<file path="src/rtl/atbl_pkg.sv">
package atbl_pkg;
  localparam int MAC_W   = 48;
  localparam int VID_W   = 12;
  localparam int PMASK_W = 7;
  localparam int STAT_W  = 4;
  localparam int PORT_W  = 3;
  localparam int ENTRY_W = MAC_W + VID_W + PMASK_W + STAT_W;

  typedef struct packed {
    logic [VID_W-1:0]   vid;
    logic [STAT_W-1:0]  stat;
    logic [PMASK_W-1:0] pmask;
    logic [MAC_W-1:0]   mac;
  } entry_t;

  localparam logic [3:0] OP_FLUSH      = 4'd1;
  localparam logic [3:0] OP_LOAD       = 4'd2;
  localparam logic [3:0] OP_PURGE      = 4'd3;
  localparam logic [3:0] OP_FLUSH_PORT = 4'd4;
  localparam logic [3:0] OP_NEXT       = 4'd6;
  localparam logic [3:0] OP_SEARCH     = 4'd7;

  localparam logic [STAT_W-1:0] STAT_EMPTY  = '0;
  localparam logic [STAT_W-1:0] STAT_STATIC = '1;

  localparam logic [1:0] REG_D0 = 2'd0;
  localparam logic [1:0] REG_D1 = 2'd1;
  localparam logic [1:0] REG_D2 = 2'd2;
  localparam logic [1:0] REG_FN = 2'd3;

  localparam int FN_BUSY = 31;
endpackage

</file>
<file path="src/rtl/atbl_mem.sv">
module atbl_mem #(
  parameter int DEPTH = 8,
  parameter int WIDTH = 71,
  localparam int AW = (DEPTH > 1) ? $clog2(DEPTH) : 1
) (
  input  logic             clk,
  input  logic             we,
  input  logic [AW-1:0]    waddr,
  input  logic [WIDTH-1:0] wdata,
  input  logic [AW-1:0]    raddr,
  output logic [WIDTH-1:0] rdata
);
  logic [WIDTH-1:0] ram [DEPTH];

  always_ff @(posedge clk) begin
    if (we) ram[waddr] <= wdata;
    rdata <= ram[raddr];
  end
endmodule

</file>
<file path="src/rtl/atbl_hostif.sv">
module atbl_hostif
  import atbl_pkg::*;
(
  input  logic              clk,
  input  logic              rst,
  input  logic              host_we,
  input  logic [1:0]        host_waddr,
  input  logic [31:0]       host_wdata,
  input  logic [1:0]        host_raddr,
  output logic [31:0]       host_rdata,
  input  logic              busy,
  input  logic              ret_vld,
  input  entry_t            ret_ent,
  input  logic              full_set,
  output logic              start,
  output entry_t            key_ent,
  output logic [3:0]        fn_cmd,
  output logic              fn_pen,
  output logic [PORT_W-1:0] fn_port,
  output logic              tbl_full
);
  entry_t              dw;
  logic [3:0]          cmd_q;
  logic                pen_q;
  logic [PORT_W-1:0]   port_q;
  logic                full_q;
  logic [31:0]         rdata_q;
  logic [31:0]         rd_mux;
  logic                unused_wbits;

  assign unused_wbits = ^host_wdata;
  assign start = host_we && (host_waddr == REG_FN) && host_wdata[FN_BUSY] && !busy;

  always_comb begin
    case (host_raddr)
      REG_D0:  rd_mux = dw.mac[31:0];
      REG_D1:  rd_mux = {9'b0, dw.pmask, dw.mac[47:32]};
      REG_D2:  rd_mux = {8'b0, dw.vid, 8'b0, dw.stat};
      default: rd_mux = {busy, 18'b0, full_q, 1'b0, port_q, 3'b0, pen_q, cmd_q};
    endcase
  end

  always_ff @(posedge clk) begin
    if (rst) begin
      dw      <= '0;
      cmd_q   <= '0;
      pen_q   <= 1'b0;
      port_q  <= '0;
      full_q  <= 1'b0;
      rdata_q <= '0;
    end else begin
      if (ret_vld) begin
        dw <= ret_ent;
      end else if (host_we && !busy) begin
        case (host_waddr)
          REG_D0: dw.mac[31:0] <= host_wdata;
          REG_D1: begin
            dw.mac[47:32] <= host_wdata[15:0];
            dw.pmask      <= host_wdata[22:16];
          end
          REG_D2: begin
            dw.stat <= host_wdata[3:0];
            dw.vid  <= host_wdata[23:12];
          end
          default: begin
            cmd_q  <= host_wdata[3:0];
            pen_q  <= host_wdata[4];
            port_q <= host_wdata[10:8];
          end
        endcase
      end
      if (start)         full_q <= 1'b0;
      else if (full_set) full_q <= 1'b1;
      rdata_q <= rd_mux;
    end
  end

  assign host_rdata = rdata_q;
  assign key_ent    = dw;
  assign fn_cmd     = cmd_q;
  assign fn_pen     = pen_q;
  assign fn_port    = port_q;
  assign tbl_full   = full_q;
endmodule

</file>
<file path="src/rtl/atbl_seq.sv">
module atbl_seq
  import atbl_pkg::*;
#(
  parameter int DEPTH = 8,
  localparam int AW = (DEPTH > 1) ? $clog2(DEPTH) : 1
) (
  input  logic               clk,
  input  logic               rst,
  input  logic               start,
  input  logic [3:0]         cmd,
  input  logic               pen,
  input  logic [PORT_W-1:0]  port,
  input  entry_t             key,
  output logic               busy,
  output logic [AW-1:0]      mem_raddr,
  input  logic [ENTRY_W-1:0] mem_rdata,
  output logic               mem_we,
  output logic [AW-1:0]      mem_waddr,
  output logic [ENTRY_W-1:0] mem_wdata,
  output logic               ret_vld,
  output entry_t             ret_ent,
  output logic               full_set
);
  localparam logic [AW-1:0] LAST = AW'(DEPTH - 1);

  typedef enum logic [1:0] {S_INIT, S_IDLE, S_SCAN, S_FIN} st_e;

  st_e             st;
  logic [AW-1:0]   idx;
  logic            issuing;
  logic            ev_vld;
  logic [AW-1:0]   ev_idx;
  logic            armed;
  logic            hit;
  logic [AW-1:0]   hit_idx;
  logic            free_ok;
  logic [AW-1:0]   free_idx;

  entry_t              slot;
  entry_t              upd;
  logic                slot_vld;
  logic                key_hit;
  logic                port_ok;
  logic                early;
  logic [PMASK_W:0]    pm_ext;
  logic [PMASK_W-1:0]  new_mask;

  assign slot     = entry_t'(mem_rdata);
  assign slot_vld = slot.stat != STAT_EMPTY;
  assign key_hit  = slot_vld && (slot.mac == key.mac) && (slot.vid == key.vid);
  assign pm_ext   = {1'b0, slot.pmask};
  assign port_ok  = !pen || pm_ext[port];
  assign new_mask = pen ? (slot.pmask & ~(PMASK_W'(1) << port)) : '0;
  assign busy      = (st != S_IDLE);
  assign mem_raddr = idx;

  always_comb begin
    mem_we    = 1'b0;
    mem_waddr = ev_idx;
    mem_wdata = '0;
    ret_vld   = 1'b0;
    ret_ent   = key;
    full_set  = 1'b0;
    early     = 1'b0;
    upd       = slot;
    if (st == S_INIT) begin
      mem_we    = 1'b1;
      mem_waddr = idx;
    end else if (st == S_SCAN && ev_vld) begin
      case (cmd)
        OP_FLUSH: mem_we = slot_vld;
        OP_PURGE: mem_we = key_hit;
        OP_FLUSH_PORT: begin
          if (slot_vld && slot.stat != STAT_STATIC && port_ok) begin
            mem_we    = 1'b1;
            upd.pmask = new_mask;
            if (new_mask == '0) upd = '0;
            mem_wdata = upd;
          end
        end
        OP_SEARCH: begin
          if (key_hit) begin
            ret_vld = 1'b1;
            ret_ent = slot;
            early   = 1'b1;
          end
        end
        OP_NEXT: begin
          if (armed && slot_vld && port_ok) begin
            ret_vld = 1'b1;
            ret_ent = slot;
            early   = 1'b1;
          end
        end
        default: ;
      endcase
    end else if (st == S_FIN) begin
      case (cmd)
        OP_LOAD: begin
          if (hit) begin
            mem_we    = 1'b1;
            mem_waddr = hit_idx;
            mem_wdata = key;
          end else if (free_ok) begin
            mem_we    = 1'b1;
            mem_waddr = free_idx;
            mem_wdata = key;
          end else begin
            full_set = 1'b1;
          end
        end
        OP_SEARCH, OP_NEXT: begin
          ret_vld       = 1'b1;
          ret_ent       = key;
          ret_ent.stat  = STAT_EMPTY;
          ret_ent.pmask = '0;
        end
        default: ;
      endcase
    end
  end

  always_ff @(posedge clk) begin
    if (rst) begin
      st       <= S_INIT;
      idx      <= '0;
      issuing  <= 1'b0;
      ev_vld   <= 1'b0;
      ev_idx   <= '0;
      armed    <= 1'b0;
      hit      <= 1'b0;
      hit_idx  <= '0;
      free_ok  <= 1'b0;
      free_idx <= '0;
    end else begin
      case (st)
        S_INIT: begin
          if (idx == LAST) begin
            st  <= S_IDLE;
            idx <= '0;
          end else begin
            idx <= idx + 1'b1;
          end
        end
        S_IDLE: begin
          if (start) begin
            st      <= S_SCAN;
            idx     <= '0;
            issuing <= 1'b1;
            ev_vld  <= 1'b0;
            armed   <= (key == '0);
            hit     <= 1'b0;
            free_ok <= 1'b0;
          end
        end
        S_SCAN: begin
          ev_vld <= issuing;
          ev_idx <= idx;
          if (issuing) begin
            if (idx == LAST) issuing <= 1'b0;
            else             idx <= idx + 1'b1;
          end
          if (ev_vld) begin
            if (cmd == OP_LOAD) begin
              if (key_hit && !hit) begin
                hit     <= 1'b1;
                hit_idx <= ev_idx;
              end
              if (!slot_vld && !free_ok) begin
                free_ok  <= 1'b1;
                free_idx <= ev_idx;
              end
            end
            if (cmd == OP_NEXT && !armed && key_hit) armed <= 1'b1;
            if (early) begin
              st      <= S_IDLE;
              ev_vld  <= 1'b0;
              issuing <= 1'b0;
            end else if (ev_idx == LAST) begin
              st <= S_FIN;
            end
          end
        end
        default: st <= S_IDLE;
      endcase
    end
  end
endmodule

</file>
<file path="src/rtl/atbl_engine.sv">
module atbl_engine
  import atbl_pkg::*;
#(
  parameter int DEPTH = 8
) (
  input  logic        clk,
  input  logic        rst,
  input  logic        host_we,
  input  logic [1:0]  host_waddr,
  input  logic [31:0] host_wdata,
  input  logic [1:0]  host_raddr,
  output logic [31:0] host_rdata,
  output logic        busy
);
  localparam int AW = (DEPTH > 1) ? $clog2(DEPTH) : 1;

  logic               start;
  entry_t             key_ent;
  logic [3:0]         fn_cmd;
  logic               fn_pen;
  logic [PORT_W-1:0]  fn_port;
  logic               tbl_full;
  logic               ret_vld;
  entry_t             ret_ent;
  logic               full_set;
  logic               mem_we;
  logic [AW-1:0]      mem_waddr;
  logic [AW-1:0]      mem_raddr;
  logic [ENTRY_W-1:0] mem_wdata;
  logic [ENTRY_W-1:0] mem_rdata;

  atbl_hostif u_host (
    .clk(clk), .rst(rst),
    .host_we(host_we), .host_waddr(host_waddr), .host_wdata(host_wdata),
    .host_raddr(host_raddr), .host_rdata(host_rdata),
    .busy(busy), .ret_vld(ret_vld), .ret_ent(ret_ent), .full_set(full_set),
    .start(start), .key_ent(key_ent), .fn_cmd(fn_cmd), .fn_pen(fn_pen),
    .fn_port(fn_port), .tbl_full(tbl_full)
  );

  atbl_seq #(.DEPTH(DEPTH)) u_seq (
    .clk(clk), .rst(rst), .start(start), .cmd(fn_cmd), .pen(fn_pen),
    .port(fn_port), .key(key_ent), .busy(busy),
    .mem_raddr(mem_raddr), .mem_rdata(mem_rdata),
    .mem_we(mem_we), .mem_waddr(mem_waddr), .mem_wdata(mem_wdata),
    .ret_vld(ret_vld), .ret_ent(ret_ent), .full_set(full_set)
  );

  atbl_mem #(.DEPTH(DEPTH), .WIDTH(ENTRY_W)) u_mem (
    .clk(clk), .we(mem_we), .waddr(mem_waddr), .wdata(mem_wdata),
    .raddr(mem_raddr), .rdata(mem_rdata)
  );
endmodule

</file>
<file path="config.mk">
export PLATFORM = sky130hd
export DESIGN_NAME = atbl_engine
export DESIGN_NICKNAME = d
export VERILOG_FILES = /design/src/rtl/atbl_pkg.sv /design/src/rtl/atbl_mem.sv /design/src/rtl/atbl_hostif.sv /design/src/rtl/atbl_seq.sv /design/src/rtl/atbl_engine.sv
export SDC_FILE = /design/constraint.sdc
export NUM_CORES = 1
export LEC_CHECK = 0
export BUFFER_PORTS_ARGS = -buffer_cell sky130_fd_sc_hd__buf_4
export CORE_ASPECT_RATIO = 1.75
export CORE_MARGIN = 5
export CORE_UTILIZATION = 50
export CTS_CLUSTER_DIAMETER = 40
export DETAILED_ROUTE_END_ITERATION = 6
export GPL_TIMING_DRIVEN = 0
export HOLD_SLACK_MARGIN = 0.08
export PLACE_DENSITY = 0.77
export SYNTH_ARGS = -nofsm -noshare
export SYNTH_HDL_FRONTEND = slang
export SYNTH_SLANG_ARGS = --single-unit
export TNS_END_PERCENT = 30
</file>
<file path="constraint.sdc">
create_clock -name clk -period 10.87 [get_ports clk]
set_clock_uncertainty 0.1 [all_clocks]
set_input_delay 2.174 -clock clk [delete_from_list [all_inputs] [get_ports clk]]
set_output_delay 2.174 -clock clk [all_outputs]
set_load 0.1 [all_outputs]
</file>
==> run summary <==
H-tree depth: 3
I/O pins: 72
Tmin final: 4770 ps
Crit path kind: reg2reg
Main synth FF type: edfxtp_1
Overall die height: 338 um
Core Region: 61000 um2
Slew Viols, Final: 0
Area growth, synth to finish: 13.7%
Pin count of the biggest net entering global routing: 27
I/O Buffers: 71
Max Clk Rate: 210 MHz
Initial antenna violation count: 0
Mapped Area: 30700 um2
Crit-path cells: xnor2_1, nand4_1, nor4_1, nand4_1, a211oi_1, o21bai_1, nor2_4, buf_12
Cell with the most instances after synthesis: edfxtp_1
Yosys top cell by area: edfxtp_1
Net Sw Power: 0.00237 W
Inserted Diodes: 0
Seq/Total Area, Yosys: 68.8%
Max-cap violations: 0
Buf+Inv Stages, Crit Path: 1
Setup Viol. Count Final: 0
Setup crit end kind: register
Mapped Nets: 1892
Post-synth cell types: 58
Clock Tree Root: clkbuf_16
Max transition margin: 8.26%
Slowest CP cell: nor2_4
Final Hold Fails: 0
Worst R2R End: u_mem.ram[0][35]
Hold WC Path Type: reg2reg
Avg Inst Size Synth: 16.6 um2
Post-synth EDFFs: 568
DRC: 0
Share of post-route cells with drive strength above 1: 22.0%
Worst-Skew Late Latency: 600 ps
Leakage: 10.6 nW
RSZ-0062 raised after global routing: false
Synth warn: 0
Data arrival, critical path: 4940 ps
Initial core utilization: 50.3%
DR vias: 18000
Sw Ratio: 29.2%
Worst R2R Setup Slack: 6100 ps
Die X-Extent: 197 um
DRT antenna net count: 0
WL final: 85800 um
Power per cell area: 233 nW/um2
Area share of the largest cell type after synthesis: 55.6%
PostCTS Resize Cnt: 0
Max clock buf depth: 3
WP data required: 11040 ps
Period utilization: 43.8%
Post-DP HPWL: 61400 um
First-iteration detailed-routing DRC count: 1899
Post-CTS Setup Bufs: 0
Row cnt: 120
Final nets: 2056
Vias in the first global route: 18400
Commonest cells post-synth: edfxtp_1, dfxtp_1, mux4_2, mux2i_1
Slew @ Worst Pin: 1370 ps
Beginning of the worst hold path: u_seq.hit_idx[0]
Hold endpoint: u_seq.hit_idx[0]
TritonCTS buffer count: 69
Die area: 66600 um2
Hold_buf cts: 0
Sum of negative setup slack: 0 ps
Via density: 6.29
Routability cong.: 1.01
Status: finished, final reports clean
Internal power: 0.00576 W
Drt pass-1 iters: 5
Clock Sinks: 770
Largest delay share family, worst path: simple AND/OR/NAND/NOR gates
CP Launch Type: register
Worst Hold Depth: 2
Slowest cell delay on critical path: 900 ps
Post-Syn Instances: 1847
Worst vdd ir: 0.151 mV
Clock power share: 29.0%
Congestion Overflow GR: 0
CTS tree: yes
Ranking of synthesized cells by area: edfxtp_1, dfxtp_1, mux4_2
Asr flop ratio synth: 0%
Worst reg2reg path startpoint: u_host.key_ent[59]
FF+latch count, synth: 770
Crit Path Max Fanout: 25
Design area: 34900 um2
DP Area: 32700 um2
Most frequent CP cell: nand4_1
Worst reg2reg path depth: 8
Gr usage total: 25.8%
First-pass GRT wire length: 125000 um
DR WL/cell: 30.0 um
Sequential Power Share: 48.5%
Comb pwr share: 22.5%
Worst-path clk slew: 70 ps
## area by class of cell
class	count	area [um2]
fill	4686	26100
timing repair buffer	93	996
buffer	120	490
sequential	770	21100
clock buffer	89	1880
clock inverter	34	280
inverter	8	30.0
tap	793	992
multi-input combinational	949	9110
## sequential cells by signal, summed over array words and instances (netlist names), 2 cells and up
signal	count
u_mem.rdata	71
u_seq.hit_idx	3
u_seq.st	2
u_host.fn_cmd	4
u_seq.mem_raddr	3
u_host.host_rdata	32
u_seq.free_idx	3
u_seq.ev_idx	3
u_host.key_ent	71
u_host.fn_port	3
u_mem.ram	568
## metal layers
layer	part of all wire, %	vias to the layer above	track usage [%]	wire length [um]
met4	7.6	0	16.1	6480
met2	51	863	43.9	43400
li1	-	7650	-	-
met5	0	-	0	0
met3	5.7	256	3.50	4860
met1	36	9206	31.1	31100
## through the flow
stage / std cells / total power [W] / hold slack (ps) / util (%) / worst slack, ps
2_1_floorplan: 1847 / 0.00511 / 356 / - / 5430
3_3_place_gp: 2711 / 0.00577 / 369 / 52.8 / 1100
3_5_place_dp: 2733 / 0.00583 / 386 / 53.7 / 6110
4_1_cts: 2856 / 0.00817 / 404 / 57.2 / 6170
5_1_grt: 2856 / 0.00843 / 440 / 57.2 / 6000
6_report: 2856 / 0.00813 / 403 / 57.2 / 6100
## kinds of logic after synthesis
group | synth area share (%)
AO/OA/AOI/OAI | 5.28
XOR/XNOR | 1.71
adder cells (fa/ha/maj) | 0.245
buffers and inverters | 1.70
flip-flops | 68.8
multiplexers | 16.5
AND/OR/NAND/NOR | 5.75
## layout by cell type (no fill, tap or decap), types with 11 or more instances in the layout
cell / count
buf_1: 22
mux4_2: 147
o21ai_0: 29
nand2b_1: 32
buf_2: 11
a211oi_1: 47
nand3_1: 22
a22oi_1: 15
nor4_1: 23
dfxtp_1: 202
clkbuf_16: 71
a311oi_1: 18
nand4_1: 21
a22o_1: 56
clkbuf_1: 96
mux2i_1: 91
edfxtp_1: 568
xnor2_1: 60
nor3_1: 72
buf_12: 19
a21oi_1: 28
nor2_1: 74
buf_4: 73
clkinv_2: 11
mux2_2: 75
nand2_1: 62
## worst min-delay path, cell delays in order (launching register included)
cell and delay (ps):
dfxtp_1 330, mux2i_1 70, nor2_1 80
## power by group through the flow
stage | logic, W | clock network, W | registers, W
after detailed placement | 0.00183 | 0 | 0.00399
after CTS | 0.00185 | 0.00238 | 0.00394
after global placement | 0.00171 | 0 | 0.00405
final | 0.00183 | 0.00236 | 0.00394
after global routing | 0.00194 | 0.00252 | 0.00397
after floorplan | 0.00121 | 0 | 0.00390
## how the worst max path moves through the flow
stage                             from               end  slack (ps)  cells after the start
CTS                 u_seq.mem_raddr[1]  u_mem.ram[6][18]        6170                      9
detailed placement  u_seq.mem_raddr[1]  u_mem.ram[6][18]        6110                      9
finish              u_host.key_ent[59]  u_mem.ram[0][35]        6100                      8
floorplan                  u_seq.st[0]   u_mem.ram[0][0]        5430                      9
global placement    u_seq.mem_raddr[1]  u_mem.ram[6][21]        1100                      7
global route        u_seq.mem_raddr[1]  u_mem.ram[6][18]        6000                      9
No activity file was read; power rests on OpenSTA's default activity.
